<file path="config.mk">
export PLATFORM = sky130hd
export DESIGN_NAME = gpio_port_regbank
export DESIGN_NICKNAME = d
export VERILOG_FILES = /design/src/rtl/gpio_regbank_pkg.sv /design/src/rtl/gpio_setclr_reg.sv /design/src/rtl/gpio_in_sync.sv /design/src/rtl/gpio_port_regbank.sv
export SDC_FILE = /design/constraint.sdc
export NUM_CORES = 1
export LEC_CHECK = 0
export ABC_AREA = 1
export BUFFER_PORTS_ARGS = -buffer_cell sky130_fd_sc_hd__buf_2
export CORE_MARGIN = 8
export CORE_UTILIZATION = 40
export CTS_CLUSTER_SIZE = 24
export DETAILED_ROUTE_END_ITERATION = 10
export PLACE_DENSITY_LB_ADDON = 0.12
export SLEW_MARGIN = 30
export SYNTH_ARGS = -nofsm -noshare
export SYNTH_HDL_FRONTEND = slang
export SYNTH_SLANG_ARGS = --single-unit
</file>
<file path="constraint.sdc">
create_clock -name clk -period 1.4 [get_ports clk]
set_input_delay 0.14 -clock clk [delete_from_list [all_inputs] [get_ports clk]]
set_output_delay 0.14 -clock clk [all_outputs]
set_load 0.005 [all_outputs]
</file>
<file path="src/rtl/gpio_regbank_pkg.sv">
package gpio_regbank_pkg;
   localparam int NUM_REGS = 7;
   localparam int ADDR_W   = 8;
   // base offsets; set alias = base + 4, clear alias = base + 8
   localparam logic [ADDR_W-1:0] REG_BASE [NUM_REGS] = '{
      8'h00,   // function select
      8'h0C,   // output enable
      8'h18,   // output value
      8'h34,   // interrupt enable
      8'h4C,   // wake enable
      8'h68,   // secondary select 1
      8'h74    // secondary select 2
   };
   localparam logic [ADDR_W-1:0] SET_STEP = 8'h04;
   localparam logic [ADDR_W-1:0] CLR_STEP = 8'h08;
   localparam logic [ADDR_W-1:0] IN_OFF   = 8'h24;

   typedef enum int {
      IDX_FUNC = 0, IDX_OE = 1, IDX_OUT = 2, IDX_IRQ = 3,
      IDX_WAKE = 4, IDX_ALT1 = 5, IDX_ALT2 = 6
   } reg_idx_e;
endpackage

</file>
<file path="src/rtl/gpio_setclr_reg.sv">
module gpio_setclr_reg #(
   parameter int WIDTH = 32
) (
   input  logic             clk,
   input  logic             rst_n,
   input  logic             wr_base,
   input  logic             wr_set,
   input  logic             wr_clr,
   input  logic [WIDTH-1:0] wdata,
   output logic [WIDTH-1:0] q
);
   always_ff @(posedge clk or negedge rst_n) begin
      if (!rst_n)       q <= '0;
      else if (wr_base) q <= wdata;
      else if (wr_set)  q <= q | wdata;
      else if (wr_clr)  q <= q & ~wdata;
   end

   // direct write lands whole
   assert_base_store_R2: assert property (@(posedge clk) disable iff (!rst_n)
      wr_base |=> q == $past(wdata));
   // set alias raises marked bits and keeps others
   assert_set_alias_R3: assert property (@(posedge clk) disable iff (!rst_n)
      wr_set |=> ((q & $past(wdata)) == $past(wdata)) &&
                 ((q & ~$past(wdata)) == ($past(q) & ~$past(wdata))));
   // clear alias drops marked bits and keeps others
   assert_clr_alias_R4: assert property (@(posedge clk) disable iff (!rst_n)
      wr_clr |=> ((q & $past(wdata)) == '0) &&
                 ((q & ~$past(wdata)) == ($past(q) & ~$past(wdata))));
   // no write strobe, no change
   assert_hold_R8: assert property (@(posedge clk) disable iff (!rst_n)
      !(wr_base || wr_set || wr_clr) |=> $stable(q));
endmodule

</file>
<file path="src/rtl/gpio_in_sync.sv">
module gpio_in_sync #(
   parameter int WIDTH  = 32,
   parameter int STAGES = 2
) (
   input  logic             clk,
   input  logic             rst_n,
   input  logic [WIDTH-1:0] d,
   output logic [WIDTH-1:0] q
);
   logic [WIDTH-1:0] chain [STAGES];

   if (STAGES < 2) begin : g_bad_stages
      $error("gpio_in_sync: STAGES must be at least 2");
   end

   for (genvar s = 0; s < STAGES; s++) begin : g_stage
      always_ff @(posedge clk or negedge rst_n) begin
         if (!rst_n)      chain[s] <= '0;
         else if (s == 0) chain[s] <= d;
         else             chain[s] <= chain[(s == 0) ? 0 : s-1];
      end
   end
   assign q = chain[STAGES-1];

   if (STAGES == 2) begin : g_chk
      logic [1:0] warm;
      always_ff @(posedge clk or negedge rst_n) begin
         if (!rst_n)        warm <= '0;
         else if (warm != 2) warm <= warm + 2'd1;
      end
      // input view is the pin value two edges back
      assert_sync_depth_R6: assert property (@(posedge clk) disable iff (!rst_n)
         (warm == 2) |-> q == $past(d, 2));
   end
endmodule

</file>
<file path="src/rtl/gpio_port_regbank.sv">
module gpio_port_regbank
   import gpio_regbank_pkg::*;
#(
   parameter int PINS    = 32,
   parameter int DATA_W  = 32,
   parameter int SYNC_ST = 2
) (
   input  logic                clk,
   input  logic                rst_n,
   input  logic [ADDR_W-1:0]   bus_addr,
   input  logic                bus_we,
   input  logic [DATA_W-1:0]   bus_wdata,
   output logic [DATA_W-1:0]   bus_rdata,
   input  logic [PINS-1:0]     pin_in,
   output logic [PINS-1:0]     pad_gpio_sel,
   output logic [PINS-1:0]     pad_oe,
   output logic [PINS-1:0]     pad_out,
   output logic [PINS-1:0]     pad_wake_en,
   output logic [PINS-1:0]     pad_alt1_sel,
   output logic [PINS-1:0]     pad_alt2_sel
);
   if (PINS < 1 || PINS > DATA_W) begin : g_bad_pins
      $error("gpio_port_regbank: PINS must lie in 1..DATA_W");
   end

   logic [PINS-1:0] store [NUM_REGS];
   logic [PINS-1:0] in_sync;
   logic [PINS-1:0] wdata_p;
   assign wdata_p = bus_wdata[PINS-1:0];

   for (genvar r = 0; r < NUM_REGS; r++) begin : g_reg
      logic hit_base, hit_set, hit_clr;
      assign hit_base = bus_we && (bus_addr == REG_BASE[r]);
      assign hit_set  = bus_we && (bus_addr == REG_BASE[r] + SET_STEP);
      assign hit_clr  = bus_we && (bus_addr == REG_BASE[r] + CLR_STEP);
      gpio_setclr_reg #(.WIDTH(PINS)) u_reg (
         .clk(clk), .rst_n(rst_n),
         .wr_base(hit_base), .wr_set(hit_set), .wr_clr(hit_clr),
         .wdata(wdata_p), .q(store[r])
      );
   end

   gpio_in_sync #(.WIDTH(PINS), .STAGES(SYNC_ST)) u_sync (
      .clk(clk), .rst_n(rst_n), .d(pin_in), .q(in_sync)
   );

   assign pad_gpio_sel = store[IDX_FUNC];
   assign pad_oe       = store[IDX_OE];
   assign pad_out      = store[IDX_OUT];
   assign pad_wake_en  = store[IDX_WAKE];
   assign pad_alt1_sel = store[IDX_ALT1];
   assign pad_alt2_sel = store[IDX_ALT2];

   always_comb begin
      bus_rdata = '0;
      if (bus_addr == IN_OFF) bus_rdata = DATA_W'(in_sync);
      for (int r = 0; r < NUM_REGS; r++) begin
         if (bus_addr == REG_BASE[r]) bus_rdata = DATA_W'(store[r]);
      end
   end

   logic addr_is_alias;
   always_comb begin
      addr_is_alias = 1'b0;
      for (int r = 0; r < NUM_REGS; r++) begin
         if (bus_addr == REG_BASE[r] + SET_STEP || bus_addr == REG_BASE[r] + CLR_STEP)
            addr_is_alias = 1'b1;
      end
   end

   // alias offsets read as zero
   assert_alias_read_zero_R7: assert property (@(posedge clk) disable iff (!rst_n)
      addr_is_alias |-> bus_rdata == '0);
   // misaligned addresses read as zero
   assert_misaligned_zero_R8: assert property (@(posedge clk) disable iff (!rst_n)
      (bus_addr[1:0] != 2'b00) |-> bus_rdata == '0);
   // writing the input offset leaves the output word unchanged
   assert_in_write_ignored_R6: assert property (@(posedge clk) disable iff (!rst_n)
      (bus_we && bus_addr == IN_OFF) |=> $stable(pad_out) && $stable(pad_oe));
endmodule

</file>
==> summary.md <==
Power density of the placed cells: 1100 nW/um2. The core region is 32,500 um2. The tools report the area of the mapped netlist as 13,200 um2. The number of failing hold endpoints at the final stage is 0. The average footprint of a synthesized cell came out at 8.37 um2. The insertion delay of the later-clocked pin in the worst-skew pair is 0.55 ns.

The pre-antenna-repair detailed-routing pass consisted of 5 iterations. Net switching is 25.3% of the power. The maximum number of buffers from clock root to sink is 3. Static timing analysis puts the maximum clock frequency at 568 MHz. Setup total negative slack on the finished layout was measured at -9.93 ns.

Internal power comes to 15.9 mW. Port buffering added 298 buffers. The slowest stage of the critical path belongs to the cell sky130_fd_sc_hd__dfrtp_1. The share of the clock period used by the worst path came out at 126%.

The tool flagged a number of max-cap violations equal to 0. The clock network accounts for 42.5% of the total power. Of the cells placed in the final design, the portion with a size suffix greater than 1 is 31.7%. The checks that failed: negative setup slack. The global-route wire length before repair was 84.4 mm; the largest voltage drop on the vdd net was 0.906 mV.

STA puts the critical path data arrival time at 1.62 ns. In the final layout, flip-flops and latches occupy 7210 um2. The area of the die came out at 39,100 um2. The run finished, with violations left.

Yosys printed 0 warnings. The cell taking the most area after synthesis is sky130_fd_sc_hd__dfrtp_1. By area the synthesized netlist is led by sky130_fd_sc_hd__dfrtp_1 (55%), sky130_fd_sc_hd__nand2_1 (12%), sky130_fd_sc_hd__o21ai_0 (6.5%), sky130_fd_sc_hd__nand3_1 (6.2%), sky130_fd_sc_hd__o211ai_1 (3.6%). The proportion of power drawn by flip-flops and latches was 44.7%. For the count of cell types in the netlist, the log shows 26. Measured against its own limit, the worst slew margin works out to 73.7%. The top cell type by area accounts for 54.5% of the synthesized area. The post-synthesis sequential element count is 288. The post-layout worst setup margin came out at -0.362 ns. The tools report the post-DP HPWL as 39.7 mm. All-layer global routing usage: 27.9%.

TritonCTS built the clock tree. The area growth from synthesis to layout is 46.4%. The width of the die was 198 um; the count of filler cells inserted in the layout was 2,890. Via count of the first global-routing pass: 13,927.

The final-stage net count is 2,139, and the largest clock skew in the final design is 0.00394 ns. Entering global routing, the biggest net connects 69 pins. For this design the static power due to leakage is 10.3 nW.

The number of enable flip-flop cells after synthesis works out to 0. The number of antenna violations at the first check in global routing was 3; the final critical path time including I/O delays and setup was 1.76 ns. The number of cells produced by synthesis is 1,579. The tools report the number of sinks on the clock net as 288.

The floorplan step set the die height to 198 um. Setup repair after global routing could not meet its margin everywhere. DRC violation total after the first TritonRoute iteration: 1,166.

Of the total power, combinational logic draws 12.8%. The largest single stage delay on the critical path is 0.40 ns. The tools report the DRC violations left as 0. For this design the total switching power over the nets is 5.37 mW. The run gives 40.6% as the initial cell density of the core.

Walking the worst path, the cells encountered are nand2_1 -> nand3_2 -> o21bai_1 -> nand4_1 -> buf_2. Final core utilization: 59.5%. Net count after synthesis: 1,654. By count the netlist is led by sky130_fd_sc_hd__nand2_1 (435), sky130_fd_sc_hd__dfrtp_1 (288), sky130_fd_sc_hd__o21ai_0 (171). Summing over every cut layer, the via total after detailed routing is 13,804.

Required time at the worst-slack endpoint: 1.26 ns. After synthesis, the share of flip-flops with an asynchronous set or reset is 100%. The post-detailed-route count of antenna-violating nets was 0. Setup violations remaining at the end of the flow were counted as 39. Clock transition time at the flip-flop clock pins of the worst setup and hold paths: 0.06 ns. The worst setup path is captured at a primary output. For the pin with the worst max-slew slack, the measured transition is 0.394 ns. The most used flip-flop cell after synthesis is sky130_fd_sc_hd__dfrtp_1. The run gives 0 as the number of pins exceeding their max-slew limit in the final report. Wire length after detailed routing: 56.5 mm. In this run the worst path has a maximum fanout of 3.

Dividing the detail-routed wire length by the instance count gives 22.4 um. The tools report the cell at the root of the clock tree as sky130_fd_sc_hd__clkbuf_16. The critical path launch point type was a flip-flop. TritonCTS created 31 clock buffers. Maximum level of the CTS H-tree: 1. The number of placement rows was 66. sky130_fd_sc_hd__nand2_1 is the most common cell in the netlist. Top-level port count: 299. After detailed routing, the number of vias per cell comes to 5.46. The tools report the aggregate global routing overflow as 0. Critical path start-end classification: reg2out. In the final layout, the multi-input gates occupy 5900 um2. After synthesis, flip-flops and latches occupy 54.5% of the total area. The worst hold path belongs to the class in2async. The final estimated routing congestion in global placement was 0.945.
[kinds of logic after synthesis]
kind of cell,synth area share (%)
buf+inv,5.74
compound gates,16.7
simple gates,23.1
flops,54.5
[routing by layer]
layer / GRT usage [%] / wire length [um] / vias to the layer above / share of wire, %
met5: 0 / 26 / - / 0.046
met4: 12.4 / 2540 / 4 / 4.5
met3: 7.16 / 5180 / 143 / 9.2
met2: 43.5 / 25500 / 688 / 45
met1: 36.4 / 23300 / 6673 / 41
li1: - / - / 6296 / -
[worst max-delay path: cells and delay by family (launching register included)]
family | cells | cell delay [ns]
buffers and inverters | 1 | 0.15
and+or+nand+nor | 3 | 0.33
AOI/OAI and AO/OA | 1 | 0.20
DFF | 1 | 0.40
[path summary, 6_finish.rpt]
| kind | start | to | slack (ns) | cells past startpoint |
|---|---|---|---|---|
| worst max-delay path | flip-flop | bus_rdata[29] | -0.36 | 5 |
| worst min-delay path | rst_n | u_sync.chain[50] | 0.06 | 2 |
| worst max register to register | flip-flop | flip-flop | 0.42 | 4 |
| worst min register to register | u_sync.chain[57] | u_sync.q[25] | 0.34 | 0 |
| max in group asynchronous | rst_n | async pin | 0.64 | 3 |
| min in group clk | bus_we | flip-flop | 0.21 | 5 |
[area by class of cell]
| class | instances | area share [%] |
|---|---|---|
| Timing Repair Buffer | 553 | 22.0 |
| Multi-Input combinational cell | 1107 | 30.5 |
| Sequential cell | 288 | 37.2 |
| Clock buffer | 41 | 4.51 |
| Tap cell | 442 | 2.86 |
| Inverter | 83 | 1.61 |
| Antenna cell | 1 | 0.0129 |
| Clock inverter | 13 | 1.24 |
[metrics by stage]
| stage | hold WS [ns] | power, mW | cell area (um2) | cells | setup slack, ns |
|---|---|---|---|---|---|
| final | 0.0554 | 21.2 | 19300 | 2528 | -0.362 |
| after global routing | 0.0610 | 22.0 | 19300 | 2527 | -0.424 |
| after CTS | 0.0427 | 21.2 | 18700 | 2502 | -0.385 |
| after detailed placement | 0.0296 | 11.8 | 16200 | 2333 | -0.382 |
| after global placement | 0.0289 | 11.8 | 16200 | 2333 | -0.364 |
| after floorplan | -0.156 | 10.3 | 13200 | 1579 | 0.0552 |
[placed cells by master (no fill, tap or decap), types with 2 or more instances in the layout]
master	n
sky130_fd_sc_hd__nand3_2	63
sky130_fd_sc_hd__clkbuf_16	32
sky130_fd_sc_hd__nand3_1	94
sky130_fd_sc_hd__clkbuf_8	6
sky130_fd_sc_hd__nor2_4	7
sky130_fd_sc_hd__o21bai_1	19
sky130_fd_sc_hd__dfrtp_1	288
sky130_fd_sc_hd__o21bai_4	12
sky130_fd_sc_hd__buf_4	133
sky130_fd_sc_hd__inv_2	7
sky130_fd_sc_hd__nor3_4	3
sky130_fd_sc_hd__nand3_4	8
sky130_fd_sc_hd__nand2_2	11
sky130_fd_sc_hd__buf_2	285
sky130_fd_sc_hd__o21ai_0	171
sky130_fd_sc_hd__buf_12	41
sky130_fd_sc_hd__a21oi_1	32
sky130_fd_sc_hd__clkinv_2	6
sky130_fd_sc_hd__o211ai_1	64
sky130_fd_sc_hd__nor2_1	68
sky130_fd_sc_hd__nor2_2	5
sky130_fd_sc_hd__clkbuf_1	4
sky130_fd_sc_hd__nand2_1	424
sky130_fd_sc_hd__o21ai_1	87
sky130_fd_sc_hd__nand4_1	32
sky130_fd_sc_hd__dlygate4sd3_1	65
sky130_fd_sc_hd__buf_8	2
sky130_fd_sc_hd__nand2_4	2
sky130_fd_sc_hd__bufinv_16	7
sky130_fd_sc_hd__inv_1	76
sky130_fd_sc_hd__buf_6	25
[power groups by stage]
stage / logic [mW] / clock network, mW / registers [mW]
finish: 2.72 / 9.02 / 9.50
global route: 2.99 / 9.50 / 9.56
CTS: 2.55 / 9.13 / 9.48
detailed placement: 2.14 / 0 / 9.67
global placement: 2.10 / 0 / 9.66
floorplan: 0.720 / 0 / 9.55
[timing repair]
action                                  CTS  global route
setup buffers                            49            28
hold endpoints to repair                442             0
gates resized for setup                  63            91
endpoints found under the setup margin   32            41
gates cloned                              1             1
pin swaps                                81            70
hold buffers                             65             0
No activity file was read; power rests on OpenSTA's default activity.
